File: src/rtl/sbrs_pkg.sv
package sbrs_pkg;
  parameter int OPW  = 4;
  parameter int NREG = 16;
  parameter int DW   = 16;
  localparam int REGW = $clog2(NREG);

  typedef struct packed {
    logic [OPW-1:0]  op;
    logic [REGW-1:0] rs1;
    logic [REGW-1:0] rs2;
    logic [REGW-1:0] rd;
  } slot_t;
endpackage

File: src/rtl/sbrs_regstate.sv
module sbrs_regstate
  import sbrs_pkg::*;
#(
  parameter bit HARD_ZERO = 1'b1
) (
  input  logic            clk,
  input  logic            rst_n,
  input  logic            wb_valid,
  input  logic [REGW-1:0] wb_rd,
  input  logic [DW-1:0]   wb_data,
  input  logic            clr_valid,
  input  logic [REGW-1:0] clr_rd,
  input  logic [REGW-1:0] rda_idx,
  input  logic [REGW-1:0] rdb_idx,
  output logic [NREG-1:0] sb_bits,
  output logic [NREG-1:0] sb_eff,
  output logic [DW-1:0]   rda_data,
  output logic [DW-1:0]   rdb_data
);
  logic [DW-1:0] rf_view [NREG];
  logic [NREG-1:0] wb_hit;

  for (genvar r = 0; r < NREG; r++) begin : g_reg
    if (HARD_ZERO && r == 0) begin : g_fixed
      assign wb_hit[r]  = 1'b0;
      assign sb_bits[r] = 1'b1;
      assign sb_eff[r]  = 1'b1;
      assign rf_view[r] = '0;
    end else begin : g_live
      logic          v_q, v_d;
      logic [DW-1:0] d_q;
      logic          clr_hit;

      assign wb_hit[r] = wb_valid && (wb_rd == REGW'(r));
      assign clr_hit   = clr_valid && (clr_rd == REGW'(r));

      always_comb begin
        v_d = v_q;
        if (wb_hit[r]) v_d = 1'b1;
        if (clr_hit)   v_d = 1'b0;
      end

      always_ff @(posedge clk or negedge rst_n) begin
        if (!rst_n) v_q <= 1'b1;
        else        v_q <= v_d;
      end

      always_ff @(posedge clk or negedge rst_n) begin
        if (!rst_n)         d_q <= '0;
        else if (wb_hit[r]) d_q <= wb_data;
      end

      assign sb_bits[r] = v_q;
      assign sb_eff[r]  = v_q | wb_hit[r];
      assign rf_view[r] = d_q;
    end
  end

  assign rda_data = wb_hit[rda_idx] ? wb_data : rf_view[rda_idx];
  assign rdb_data = wb_hit[rdb_idx] ? wb_data : rf_view[rdb_idx];
endmodule

File: src/rtl/sbrs_queue.sv
module sbrs_queue
  import sbrs_pkg::*;
#(
  parameter int DEPTH = 4,
  parameter int IW    = (DEPTH > 1) ? $clog2(DEPTH) : 1,
  parameter int CW    = $clog2(DEPTH + 1)
) (
  input  logic                    clk,
  input  logic                    rst_n,
  input  logic                    push,
  input  slot_t                   push_ent,
  input  logic                    pop,
  input  logic [IW-1:0]           pop_idx,
  output slot_t [DEPTH-1:0]       ents,
  output logic  [DEPTH-1:0]       occ,
  output logic                    full
);
  typedef slot_t [DEPTH-1:0] bank_t;

  bank_t          ent_q, ent_d, shifted;
  logic [CW-1:0]  cnt_q, cnt_d, tail;

  assign shifted = bank_t'(ent_q >> $bits(slot_t));
  assign tail    = cnt_q - CW'(pop);

  always_comb begin
    ent_d = ent_q;
    if (pop) begin
      for (int i = 0; i < DEPTH; i++) begin
        if (IW'(i) >= pop_idx) ent_d[i] = shifted[i];
      end
    end
    if (push) begin
      for (int i = 0; i < DEPTH; i++) begin
        if (tail == CW'(i)) ent_d[i] = push_ent;
      end
    end
    cnt_d = tail + CW'(push);
  end

  always_ff @(posedge clk or negedge rst_n) begin
    if (!rst_n) cnt_q <= '0;
    else        cnt_q <= cnt_d;
  end

  always_ff @(posedge clk) begin
    if (push || pop) ent_q <= ent_d;
  end

  for (genvar i = 0; i < DEPTH; i++) begin : g_occ
    assign occ[i] = CW'(i) < cnt_q;
  end

  assign ents = ent_q;
  assign full = (cnt_q == CW'(DEPTH));
endmodule

File: src/rtl/sbrs_pick.sv
module sbrs_pick #(
  parameter int DEPTH = 4,
  parameter int IW    = (DEPTH > 1) ? $clog2(DEPTH) : 1
) (
  input  logic [DEPTH-1:0] req,
  output logic             any,
  output logic [IW-1:0]    idx,
  output logic [DEPTH-1:0] gnt
);
  always_comb begin
    any = 1'b0;
    idx = '0;
    gnt = '0;
    for (int i = DEPTH - 1; i >= 0; i--) begin
      if (req[i]) begin
        any    = 1'b1;
        idx    = IW'(i);
        gnt    = '0;
        gnt[i] = 1'b1;
      end
    end
  end
endmodule

File: src/rtl/sbrs_station.sv
module sbrs_station
  import sbrs_pkg::*;
#(
  parameter int DEPTH     = 4,
  parameter bit HARD_ZERO = 1'b1
) (
  input  logic            clk,
  input  logic            rst_n,
  input  logic            iss_valid,
  input  logic [OPW-1:0]  iss_op,
  input  logic [REGW-1:0] iss_rs1,
  input  logic [REGW-1:0] iss_rs2,
  input  logic [REGW-1:0] iss_rd,
  output logic            iss_full,
  input  logic            wb_valid,
  input  logic [REGW-1:0] wb_rd,
  input  logic [DW-1:0]   wb_data,
  output logic            disp_valid,
  output logic [OPW-1:0]  disp_op,
  output logic [REGW-1:0] disp_rd,
  output logic [DW-1:0]   disp_opa,
  output logic [DW-1:0]   disp_opb
);
  localparam int IW = (DEPTH > 1) ? $clog2(DEPTH) : 1;

  slot_t [DEPTH-1:0] ents;
  slot_t             new_ent, sel_ent;
  logic [DEPTH-1:0]  occ, rdy, gnt;
  logic [NREG-1:0]   sb_bits, sb_eff;
  logic [IW-1:0]     pick_idx;
  logic              pick_any, full_w, accept;
  logic [DW-1:0]     opa_w, opb_w;

  assign accept  = iss_valid && !full_w;
  assign new_ent = '{op: iss_op, rs1: iss_rs1, rs2: iss_rs2, rd: iss_rd};

  sbrs_queue #(.DEPTH(DEPTH)) u_queue (
    .clk      (clk),
    .rst_n    (rst_n),
    .push     (accept),
    .push_ent (new_ent),
    .pop      (pick_any),
    .pop_idx  (pick_idx),
    .ents     (ents),
    .occ      (occ),
    .full     (full_w)
  );

  for (genvar i = 0; i < DEPTH; i++) begin : g_rdy
    assign rdy[i] = occ[i] && sb_eff[ents[i].rs1] && sb_eff[ents[i].rs2];
  end

  sbrs_pick #(.DEPTH(DEPTH)) u_pick (
    .req (rdy),
    .any (pick_any),
    .idx (pick_idx),
    .gnt (gnt)
  );

  assign sel_ent = ents[pick_idx];

  sbrs_regstate #(.HARD_ZERO(HARD_ZERO)) u_regs (
    .clk       (clk),
    .rst_n     (rst_n),
    .wb_valid  (wb_valid),
    .wb_rd     (wb_rd),
    .wb_data   (wb_data),
    .clr_valid (accept),
    .clr_rd    (iss_rd),
    .rda_idx   (sel_ent.rs1),
    .rdb_idx   (sel_ent.rs2),
    .sb_bits   (sb_bits),
    .sb_eff    (sb_eff),
    .rda_data  (opa_w),
    .rdb_data  (opb_w)
  );

  logic            dv_q, dv_d;
  logic [OPW-1:0]  op_q;
  logic [REGW-1:0] rd_q;
  logic [DW-1:0]   a_q, b_q;

  assign dv_d = pick_any;

  always_ff @(posedge clk or negedge rst_n) begin
    if (!rst_n) dv_q <= 1'b0;
    else        dv_q <= dv_d;
  end

  always_ff @(posedge clk) begin
    if (pick_any) begin
      op_q <= sel_ent.op;
      rd_q <= sel_ent.rd;
      a_q  <= opa_w;
      b_q  <= opb_w;
    end
  end

  assign iss_full   = full_w;
  assign disp_valid = dv_q;
  assign disp_op    = op_q;
  assign disp_rd    = rd_q;
  assign disp_opa   = a_q;
  assign disp_opb   = b_q;
endmodule

File: config.mk
export PLATFORM = sky130hd
export DESIGN_NAME = sbrs_station
export DESIGN_NICKNAME = d
export VERILOG_FILES = /design/src/rtl/sbrs_pkg.sv /design/src/rtl/sbrs_regstate.sv /design/src/rtl/sbrs_queue.sv /design/src/rtl/sbrs_pick.sv /design/src/rtl/sbrs_station.sv
export SDC_FILE = /design/constraint.sdc
export NUM_CORES = 1
export LEC_CHECK = 0
export ABC_CLOCK_PERIOD_IN_PS = 8790
export BUFFER_PORTS_ARGS = -buffer_cell sky130_fd_sc_hd__buf_2
export CELL_PAD_IN_SITES_DETAIL_PLACEMENT = 0
export CELL_PAD_IN_SITES_GLOBAL_PLACEMENT = 1
export CORE_AREA = 2 2 272 274
export CTS_BUF_LIST = sky130_fd_sc_hd__clkbuf_16
export DETAILED_ROUTE_END_ITERATION = 8
export DIE_AREA = 0 0 274 276
export HOLD_SLACK_MARGIN = 0.12
export PLACE_DENSITY_LB_ADDON = 0.3
export SYNTH_ARGS = -nofsm -noshare
export SYNTH_HDL_FRONTEND = slang
export SYNTH_SLANG_ARGS = --single-unit
File: constraint.sdc
create_clock -name clk -period 8.79 [get_ports clk]
set_clock_uncertainty 0.15 [all_clocks]
set_input_delay 1.3185 -clock clk [delete_from_list [all_inputs] [get_ports clk]]
set_output_delay 1.3185 -clock clk [all_outputs]
set_load 0.02 [all_outputs]
After elaboration in Yosys (flattened, before gate mapping)
Cells that the tools add are included.
- bits in registers: 363
- input port bits: 40
- word-level logic and storage cells: 261
- add/sub/neg operators: 2
- $lt $le $gt $ge: 21
- equality and inequality tests: 34
- mux-type cells: 78
- bitwise logic cells: 17
- reductions and logical operators: 57
- operators with widths (cell ; number):
    16-bit 2-to-1 mux ; 15
    16-bit binary-select mux with 4-bit select ; 2
    64-bit 2-to-1 mux ; 2
    4-bit == test (second input constant) ; 16
    4-bit by 5-bit < comparator with 1-bit output (second input constant) ; 10
    1-bit 2-to-1 mux ; 44
    1-bit binary-select mux with 4-bit select ; 10
    1-bit logical AND ; 39
    16-bit binary-select mux with 2-bit select ; 1
    4-bit by 3-bit == test with 1-bit output (second input constant) ; 8
    2-bit nonzero test ; 15
    4-bit by 2-bit == test with 1-bit output (second input constant) ; 4
    1-bit bitwise OR ; 15
    5-bit greater-or-equal comparator (second input constant) ; 2
    4-bit inverter with 5-bit output ; 2
    4-bit by 1-bit == test with 1-bit output (second input constant) ; 2
    2-bit 2-to-1 mux ; 4
    3-bit by 2-bit == test with 1-bit output (second input constant) ; 2
    1-bit by 3-bit < comparator with 1-bit output (first input constant) ; 2
    2-bit by 3-bit < comparator with 1-bit output (first input constant) ; 2
    1-bit by 2-bit greater-or-equal comparator with 1-bit output (first input constant) ; 2
    2-bit greater-or-equal comparator (first input constant) ; 2
    3-bit by 1-bit adder with 3-bit output ; 1
    3-bit by 1-bit == test with 1-bit output (second input constant) ; 1
    other kinds (6) ; 6

Logic depth before layout (Yosys ltp)
Gate-level depths: netlist (run 1).
- depth after elaboration: 18
- depth in mapped cells: 19
- depth with buffers taken out: 15

Cells and area by module
Synthesis (run 1) repeated with hierarchy kept, for this count alone.
- cell total of the unflattened synthesis: 1411
- area total of the unflattened synthesis: 20878.8 um2
- by module, submodules not included (module ; times used ; cells an instance ; area an instance (um2)):
    sbrs_regstate ; 1 ; 1045 ; 14360.0
    sbrs_queue ; 1 ; 229 ; 3813.7
    sbrs_station ; 1 ; 126 ; 2643.8
    sbrs_pick ; 1 ; 11 ; 61.3

Worst setup path after synthesis (run 1)
OpenSTA, ideal clock, no wires.
- path kind: input -> register
- from: in wb_rd[2]
- to: reg u_queue.ent_q, in the netlist u_queue.ents[28], data pin
- setup time: 0.269 ns
- arrival time: 5.747 ns
- slack: 2.624 ns
- stages: 18
- cells stage by stage: buf_2 -> and4b_1 -> buf_6 -> a211oi_1 -> o41ai_1 -> a211oi_1 -> or4_1 -> buf_2 -> o211ai_1 -> nor2_1 -> inv_1 -> ha_1 -> ha_1 -> xnor2_1 -> nand2_1 -> nor3b_1 -> clkbuf_1 -> o21ai_0
- RTL lines (what ; RTL line ; RTL):
    from (decl) ; sbrs_station.sv:16 ; input logic [REGW-1:0] wb_rd,
    to (signal assigned) ; sbrs_queue.sv:47 ; if (push || pop) ent_q <= ent_d;
    to (decl) ; sbrs_queue.sv:20 ; bank_t ent_q, ent_d, shifted;

Worst setup path after layout (run 1)
- from: in wb_rd[3]
- to: reg a_q[8], in the netlist disp_opa[8], data pin
- longest elaborated chain between the ends: 18
- elaborated cells between the ends (all ways): 82
- RTL lines (what ; RTL line ; RTL):
    4-bit by 1-bit == test with 1-bit output, or another cell as far along ; sbrs_regstate.sv:34 ; assign wb_hit[r] = wb_valid && (wb_rd == REGW'(r));
    1-bit logical AND ; sbrs_regstate.sv:34 ;
    1-bit bitwise OR ; sbrs_regstate.sv:54 ; assign sb_eff[r] = v_q | wb_hit[r];
    1-bit binary-select mux with 4-bit select ; sbrs_station.sv:50 ; assign rdy[i] = occ[i] && sb_eff[ents[i].rs1] && sb_eff[ents[i].rs2];
    1-bit 2-to-1 mux (implied by the code) ; sbrs_station.sv:50 ;
    1-bit logical AND (2 in a row) ; sbrs_station.sv:50 ;
    2-bit 2-to-1 mux (4 in a row) ; sbrs_pick.sv:15 ; if (req[i]) begin
    16-bit binary-select mux with 2-bit select ; sbrs_station.sv:60 ; assign sel_ent = ents[pick_idx];
    16-bit 2-to-1 mux (implied by the code) ; sbrs_station.sv:60 ;
    4-bit inverter with 5-bit output (implied by the code) ; sbrs_regstate.sv:59 ; assign rda_data = wb_hit[rda_idx] ? wb_data : rf_view[rda_idx];
    16-bit binary-select mux with 4-bit select ; sbrs_regstate.sv:59 ;
    16-bit 2-to-1 mux (implied by the code) (2 in a row) ; sbrs_regstate.sv:59 ;
    16-bit 2-to-1 mux (*) ; sbrs_regstate.sv:59 ;
    named net opa_w[8] ; sbrs_station.sv:32 ; logic [DW-1:0] opa_w, opb_w;
    to (signal assigned) ; sbrs_station.sv:94 ; a_q <= opa_w;
    to (decl) ; sbrs_station.sv:81 ; logic [DW-1:0] a_q, b_q;
The timed path passes the listed nets; every way through them passes the cells marked *. The select of a mux whose other input is x is not followed.
A chain may end at the register's enable or synchronous reset.

==> summary.md, run 1 <==
| Metric | Value |
|---|---|
| Setup TNS | `0 ns` |
| Area grow syn2layout | `12.6%` |
| Worst Setup Path Type | `in2reg` |
| DR iter-0 viols | `1931` |
| Simple-gate share of the synthesized area | `0.131` |
| Die width | `274 um` |
| Commonest non-fill, non-tap cell in the layout | `mux2_2` |
| Worst path arrival time | `7.20 ns` |
| Yosys reg bits | `363` |
| Worst slew pin tran | `1.17 ns` |
| Post-cts repair resize count | `0` |
| Sequential-to-total area share from yosys stat | `0.444` |
| RSZ-0062 raised after global routing | `no` |
| Async S/R FF share, synth | `0.713` |
| CP bufs+invs | `2` |
| Crit-path cells | `buf_2 > and4b_1 > a21oi_2 > a2111oi_0 > nor4_1 > or4_1 > o21ai_1 > and2_1 > o311a_1 > buf_4 > and2_1 > a221oi_1 > mux2_1` |
| Postcts setup bufs | `0` |
| Core Region | `72600 sq um` |
| Gr usage total | `0.227` |
| Pre-CTS setup slack | `1.34 ns` |
| Crit end category | `flip-flop` |
| CTS sink cnt | `363` |
| Post-synthesis mux area share | `0.177` |
| Cell Area, Synth | `21700 sq um` |
| Finish-stage setup viols | `0` |
| Hold Crit Class | `reg2reg` |
| Fillers | `7467` |
| Max stage delay cell, worst path | `and2_1` |
| Worst-path maximum fanout | `31` |
| Cell row count | `99` |
| Commonest non-fill, non-tap cells in the layout | `mux2_2 (270), dfrtp_1 (244), nand2_1 (177)` |
| CTS H-tree depth | `2` |
| Worst R2R Setup Slack | `2.77 ns` |
| Cell family with most CP delay | `simple AND/OR/NAND/NOR gates` |
| Fmax | `0.143 GHz` |
| GP Congestion | `0.904` |
| Req. time, crit path | `8.98 ns` |
| Pin count of the biggest net entering global routing | `149` |
| Via count | `18900` |
| Vias per inst | `6.00` |
| Nets | `2197` |
| Post-Synth Adder-Cell Area | `0.00173` |
| Mean area per synthesized cell | `9.95 sq um` |
| Slew Limit Headroom | `0.218` |
| Final setup margin | `1.78 ns` |
| Number of enable flip-flop cells after synthesis | `104` |
| Min cycle time layout | `7.01 ns` |
| Ratio of final minimum period to clock period | `0.798` |
| Die H | `276 um` |
| Total CTS buffers | `44` |
| Total congestion overflow | `0` |
| CTS root buf | `clkbuf_16` |
| Initial DRT Pass Iterations | `6` |
| Post-Syn Nets | `2222` |
| Clock Tree Buf Depth | `3` |
| Detailed Route WL | `88400 um` |
| Port bufs | `81` |
| Syn Inst Count | `2179` |
| Synth cell types | `88` |
| Synth warn | `0` |
| Startpoint Class | `primary input` |
| Ys flop type | `dfrtp_1` |
| Critical Path Most Common Cell | `and2_1` |
| Vias in the first global route | `18700` |
| Post-route ant nets | `0` |
| Largest family of logic cells by synthesized area | `compound AO/OA/AOI/OAI gates` |
| Share of layout cells above drive strength 1 | `0.245` |
| Cts hold-fix bufs | `0` |
| Total Die Area | `75600 sq um` |
| Initial antenna violation count | `7` |
| First-pass GRT wire length | `129000 um` |
| Fin. Hold Viols | `0` |
| Synth Area in XOR/XNOR | `0.00283` |
| CTS tree | `done` |
| Max Cap Violations | `0` |
| Detail Placement HPWL | `53700 um` |
| CP peak stage delay | `0.88 ns` |
| # diodes | `0` |
| Clock transition at the registers of the reported paths | `0.06 ns` |
| DRC | `0` |
| Initial Util | `0.299` |
| Slew Limit Fails | `0` |
| Routed WL per cell | `28.1 um` |
| Worst skew pair latency | `0.60 ns` |
| IO Pins | `82` |
| Compound-Gate Fraction of Synth Area | `0.191` |
| Status | `complete, no violations` |
[cell type report]
type,instances,area (sq um),share of cell area
multi-input combinational,1540,11000,0.451
tap,959,1200,0.0492
inverter,55,206,0.00846
clock buffer,47,1180,0.0482
sequential,363,9620,0.394
clock inverter,33,194,0.00795
timing repair buffer,150,983,0.0403
[cell usage after synthesis, types with 5 or more instances]
cell type	instances	area (sq um)
mux2i_1	75	751
nand4_1	33	206
o2111ai_1	32	280
o211ai_1	22	165
clkbuf_1	167	627
nor3_1	15	75.1
o21ai_0	176	881
dfrtp_1	244	6110
buf_6	5	56.3
a31oi_1	7	43.8
mux2_2	270	3040
dfstp_2	15	394
o31ai_1	7	52.6
nor2b_1	7	43.8
nand3_1	175	876
a221oi_1	34	298
a22oi_1	18	135
nor3b_1	5	37.5
or3_1	6	37.5
edfxtp_1	104	3120
nor2_1	59	221
a22o_1	31	272
and3_1	5	31.3
xnor2_1	7	61.3
nand2_1	179	672
a211oi_1	67	503
o41ai_1	7	61.3
buf_1	8	30.0
buf_4	6	45.0
inv_1	55	206
a41oi_1	15	131
and2_1	19	119
a2111oi_0	31	272
nor4_1	30	188
a21oi_1	119	596
nand2b_1	11	68.8
buf_2	34	170
[worst paths after layout]
| check | startpoint | to | cells past startpoint |
|---|---|---|---|
| max in group asynchronous | rst_n | disp_valid | 2 |
| setup / recovery | wb_rd[3] | disp_opa[8] | 13 |
| hold / removal | u_regs.g_reg[10].g_live.d_q[5] | u_regs.g_reg[10].g_live.d_q[5] | 2 |
| setup reg to reg | u_queue.ents[52] | disp_opa[8] | 13 |
| hold reg to reg | u_regs.g_reg[10].g_live.d_q[5] | u_regs.g_reg[10].g_live.d_q[5] | 2 |
| min in group asynchronous | rst_n | u_regs.g_reg[4].g_live.d_q[9] | 1 |
[through the flow]
| step | instance area, sq um | util | hold WS (ns) | cells |
|---|---|---|---|---|
| floorplan | 21700 | - | 0.311 | 2179 |
| global placement | 23000 | 0.317 | 0.331 | 3067 |
| detailed placement | 23000 | 0.317 | 0.334 | 3067 |
| CTS | 24400 | 0.336 | 0.351 | 3147 |
| global route | 24400 | 0.336 | 0.362 | 3147 |
| finish | 24400 | 0.336 | 0.354 | 3147 |
[flip-flops by register name (all words and copies together), names as in the netlist]
register and cells:
disp_op 4, disp_opa 16, disp_opb 16, disp_rd 4, disp_valid 1, u_queue.cnt_q 3
u_queue.ents 64, u_regs.g.g_live.d_q 240, u_regs.g.g_live.v_q 15
[worst reg2reg max path, stage by stage (launching register included)]
cell and delay (ns):
edfxtp_1 0.70, inv_1 0.32, a2111oi_0 0.36, nor4_1 0.12, a2111oi_1 0.68, or4_1 0.51
a221oi_2 0.11, buf_4 0.22, a211oi_1 0.50, or3_1 0.20, buf_4 0.40, and2_1 0.90
a221oi_1 0.24, mux2_1 0.36
[logic make-up (layout without fill, tap and decap cells)]
group / after synthesis / after routing
AOI/OAI and AO/OA: 610 / 610
xor gates and xnor gates: 7 / 7
adders and majority gates: 3 / 3
buffers and inverters: 276 / 285
DFF: 363 / 363
muxes: 348 / 348
and+or+nand+nor: 572 / 572
[routing by layer]
layer / vias to the layer above / part of all wire / track usage
li1: 8236 / - / -
met1: 9547 / 0.43 / 0.310
met2: 898 / 0.46 / 0.356
met3: 208 / 0.072 / 0.0384
met4: 4 / 0.042 / 0.0934
met5: - / 0.00024 / 0
Power of run 1 is not shown: default switching activity piles up to over one toggle a cycle in this logic, so the estimate is an artifact.
==> run 2, diff against run 1 <==
Settings changed: ABC_AREA set to 1, ABC_CLOCK_PERIOD_IN_PS 8790 to 5850, CORE_AREA 2 2 272 274 to 2 2 277 279, DIE_AREA 0 0 274 276 to 0 0 279 281.
Clock period 8.79 ns to 5.85 ns, I/O delays scaled along.
==> summary.md, run 2 <==
| Metric | Value |
|---|---|
| Number of flip-flops under the largest register name | `240` |
| Synth cell types | `40` |
| Top post-synthesis cells by count | `nand2_1 (874), nand3_1 (636), inv_1 (364)` |
| Post-route ant nets | `0` |
| CTS sink cnt | `363` |
| Via count | `21700` |
| Top cell type's share of synthesized area | `0.272` |
| Status | `complete, no violations` |
| GP Congestion | `0.941` |
| R2R Path End | `u_queue.ents[35]` |
| CTS root buf | `clkbuf_16` |
| DR iter-0 viols | `2286` |
| Cell family with most CP delay | `simple AND/OR/NAND/NOR gates` |
| Setup TNS | `0 ns` |
| Detailed Route WL | `91000 um` |
| Share of layout cells above drive strength 1 | `0.0932` |
| Main area contributors after synthesis | `dfrtp_1 (27%), nand2_1 (15%), nand3_1 (14%)` |
| Syn Inst Count | `3200` |
| Crit end category | `flip-flop` |
| Most common cell in the synthesized netlist | `nand2_1` |
| Pin count of the biggest net entering global routing | `142` |
| CP peak stage delay | `0.54 ns` |
| Slew Limit Fails | `0` |
| Worst path depth | `25` |
| Worst R2R Setup Slack | `1.10 ns` |
| Post-Syn Nets | `3243` |
| Ys flop type | `dfrtp_1` |
| First-pass GRT wire length | `137000 um` |
| Max Cap Violations | `0` |
| Post-cts repair resize count | `0` |
| IO Pins | `82` |
| Commonest non-fill, non-tap cell in the layout | `nand2_1` |
| Fmax | `0.201 GHz` |
| Area grow syn2layout | `12.1%` |
| Critical Path Most Common Cell | `nand2_1` |
| Multi-input gate area | `10400 sq um` |
| Hold depth | `2` |
| Core Region | `75400 sq um` |
| Number of enable flip-flop cells after synthesis | `104` |
| Leading area contributor after synthesis | `dfrtp_1` |
| Slew Limit Headroom | `0.231` |
| Fillers | `8241` |
| RSZ-0062 raised after global routing | `no` |
| Total Die Area | `78400 sq um` |
| Worst Setup Path Type | `in2reg` |
| Nets | `3225` |
| Worst path arrival time | `5.14 ns` |
| FF-to-FF Start | `u_queue.ents[4]` |
| Commonest non-fill, non-tap cells in the layout | `nand2_1 (872), nand3_1 (633), inv_1 (386)` |
| Die width | `279 um` |
| CP bufs+invs | `3` |
| CTS tree | `done` |
| Worst-path maximum fanout | `55` |
| Total congestion overflow | `0` |
| Worst skew pair latency | `0.59 ns` |
| Gr usage total | `0.230` |
| Cell Area, Synth | `22400 sq um` |
| Req. time, crit path | `6.03 ns` |
| DRC | `0` |
| Yosys reg bits | `363` |
| Port bufs | `81` |
| CTS H-tree depth | `2` |
| Hold Crit Start | `u_regs.g_reg[7].g_live.d_q[2]` |
| Detail Placement HPWL | `57300 um` |
| Min cycle time layout | `4.96 ns` |
| Synth warn | `0` |
| Die H | `281 um` |
| Number of cells on the worst reg-to-reg path | `24` |
| Startpoint Class | `primary input` |
| Total CTS buffers | `47` |
| Initial DRT Pass Iterations | `6` |
| Async S/R FF share, synth | `0.713` |
| Max stage delay cell, worst path | `o21bai_2` |
| Initial Util | `0.298` |
| Largest register by flop count | `u_regs.g.g_live.d_q` |
| Finish-stage setup viols | `0` |
| Routed WL per cell | `21.7 um` |
| Hold path endpoint | `u_regs.g_reg[7].g_live.d_q[2]` |
| Ratio of final minimum period to clock period | `0.849` |
| Sequential-to-total area share from yosys stat | `0.429` |
| Cell row count | `101` |
| Vias in the first global route | `20800` |
| Worst slew pin tran | `1.15 ns` |
| Reg area | `9620 sq um` |
| Clock transition at the registers of the reported paths | `0.06 ns` |
| Vias per inst | `5.18` |
| Clock Tree Buf Depth | `3` |
| Initial antenna violation count | `5` |
| Hold Crit Class | `reg2reg` |
| Fin. Hold Viols | `0` |
| Mean area per synthesized cell | `7.01 sq um` |
[run 2: logic make-up (layout without fill, tap and decap cells)]
family	Yosys count	after routing	share of synthesized area
AO/OA/AOI/OAI	490	490	0.120
XOR/XNOR	3	3	0.00117
adder cells (fa/ha/maj)	3	3	0.00167
buffers and inverters	607	626	0.113
flip-flops	363	363	0.429
other	0	1	0
AND/OR/NAND/NOR	1734	1734	0.336
[run 2: layer usage]
metal  track usage  share of wire  vias up
li1              -              -    10400
met1         0.316           0.45    10400
met2         0.376           0.46      795
met3        0.0281          0.058      154
met4        0.0740          0.031        2
met5             0        0.00014        -
[run 2: how the worst max path moves through the flow]
stage	end	slack, ns	from
floorplan	u_queue.ents[35]	0.43	wb_valid
global placement	disp_opb[6]	0.37	wb_valid
detailed placement	disp_opb[6]	0.36	wb_valid
CTS	disp_opb[6]	0.97	wb_valid
global route	u_queue.ents[14]	0.58	u_queue.ents[4]
finish	disp_opb[6]	0.89	wb_valid
[run 2: stage by stage]
step                      hold WS (ns)  worst slack (ns)  instances  cell area (sq um)  utilization
after floorplan                  0.303             0.432       3200              22400            -
after global placement           0.316             0.369       4110              23800        0.315
after detailed placement         0.322             0.356       4110              23800        0.315
after CTS                        0.336             0.968       4197              25200        0.333
after global routing             0.352             0.575       4198              25200        0.334
final                            0.331             0.886       4198              25200        0.334
[run 2: final cells by class]
class	count	share of cell area
Inverter	384	0.0573
Clock buffer	48	0.0477
Sequential cell	363	0.382
Tap cell	978	0.0486
Timing Repair Buffer	156	0.0425
Multi-Input combinational cell	2230	0.413
Antenna cell	1	0.0000994
Clock inverter	38	0.00791
[run 2: what timing repair did]
action / CTS / global route
hold buffers: 1 / 0
buffers inserted: 0 / 0
endpoints found under the hold margin: 51 / 0
endpoints found under the setup margin: 0 / 0
[run 2: tightest hold or removal path, cell delays in order (launching register included)]
cell	delay, ns
dfrtp_1	0.34
nand2_1	0.05
o21ai_0	0.06
Power of run 2 is left out for the same reason.
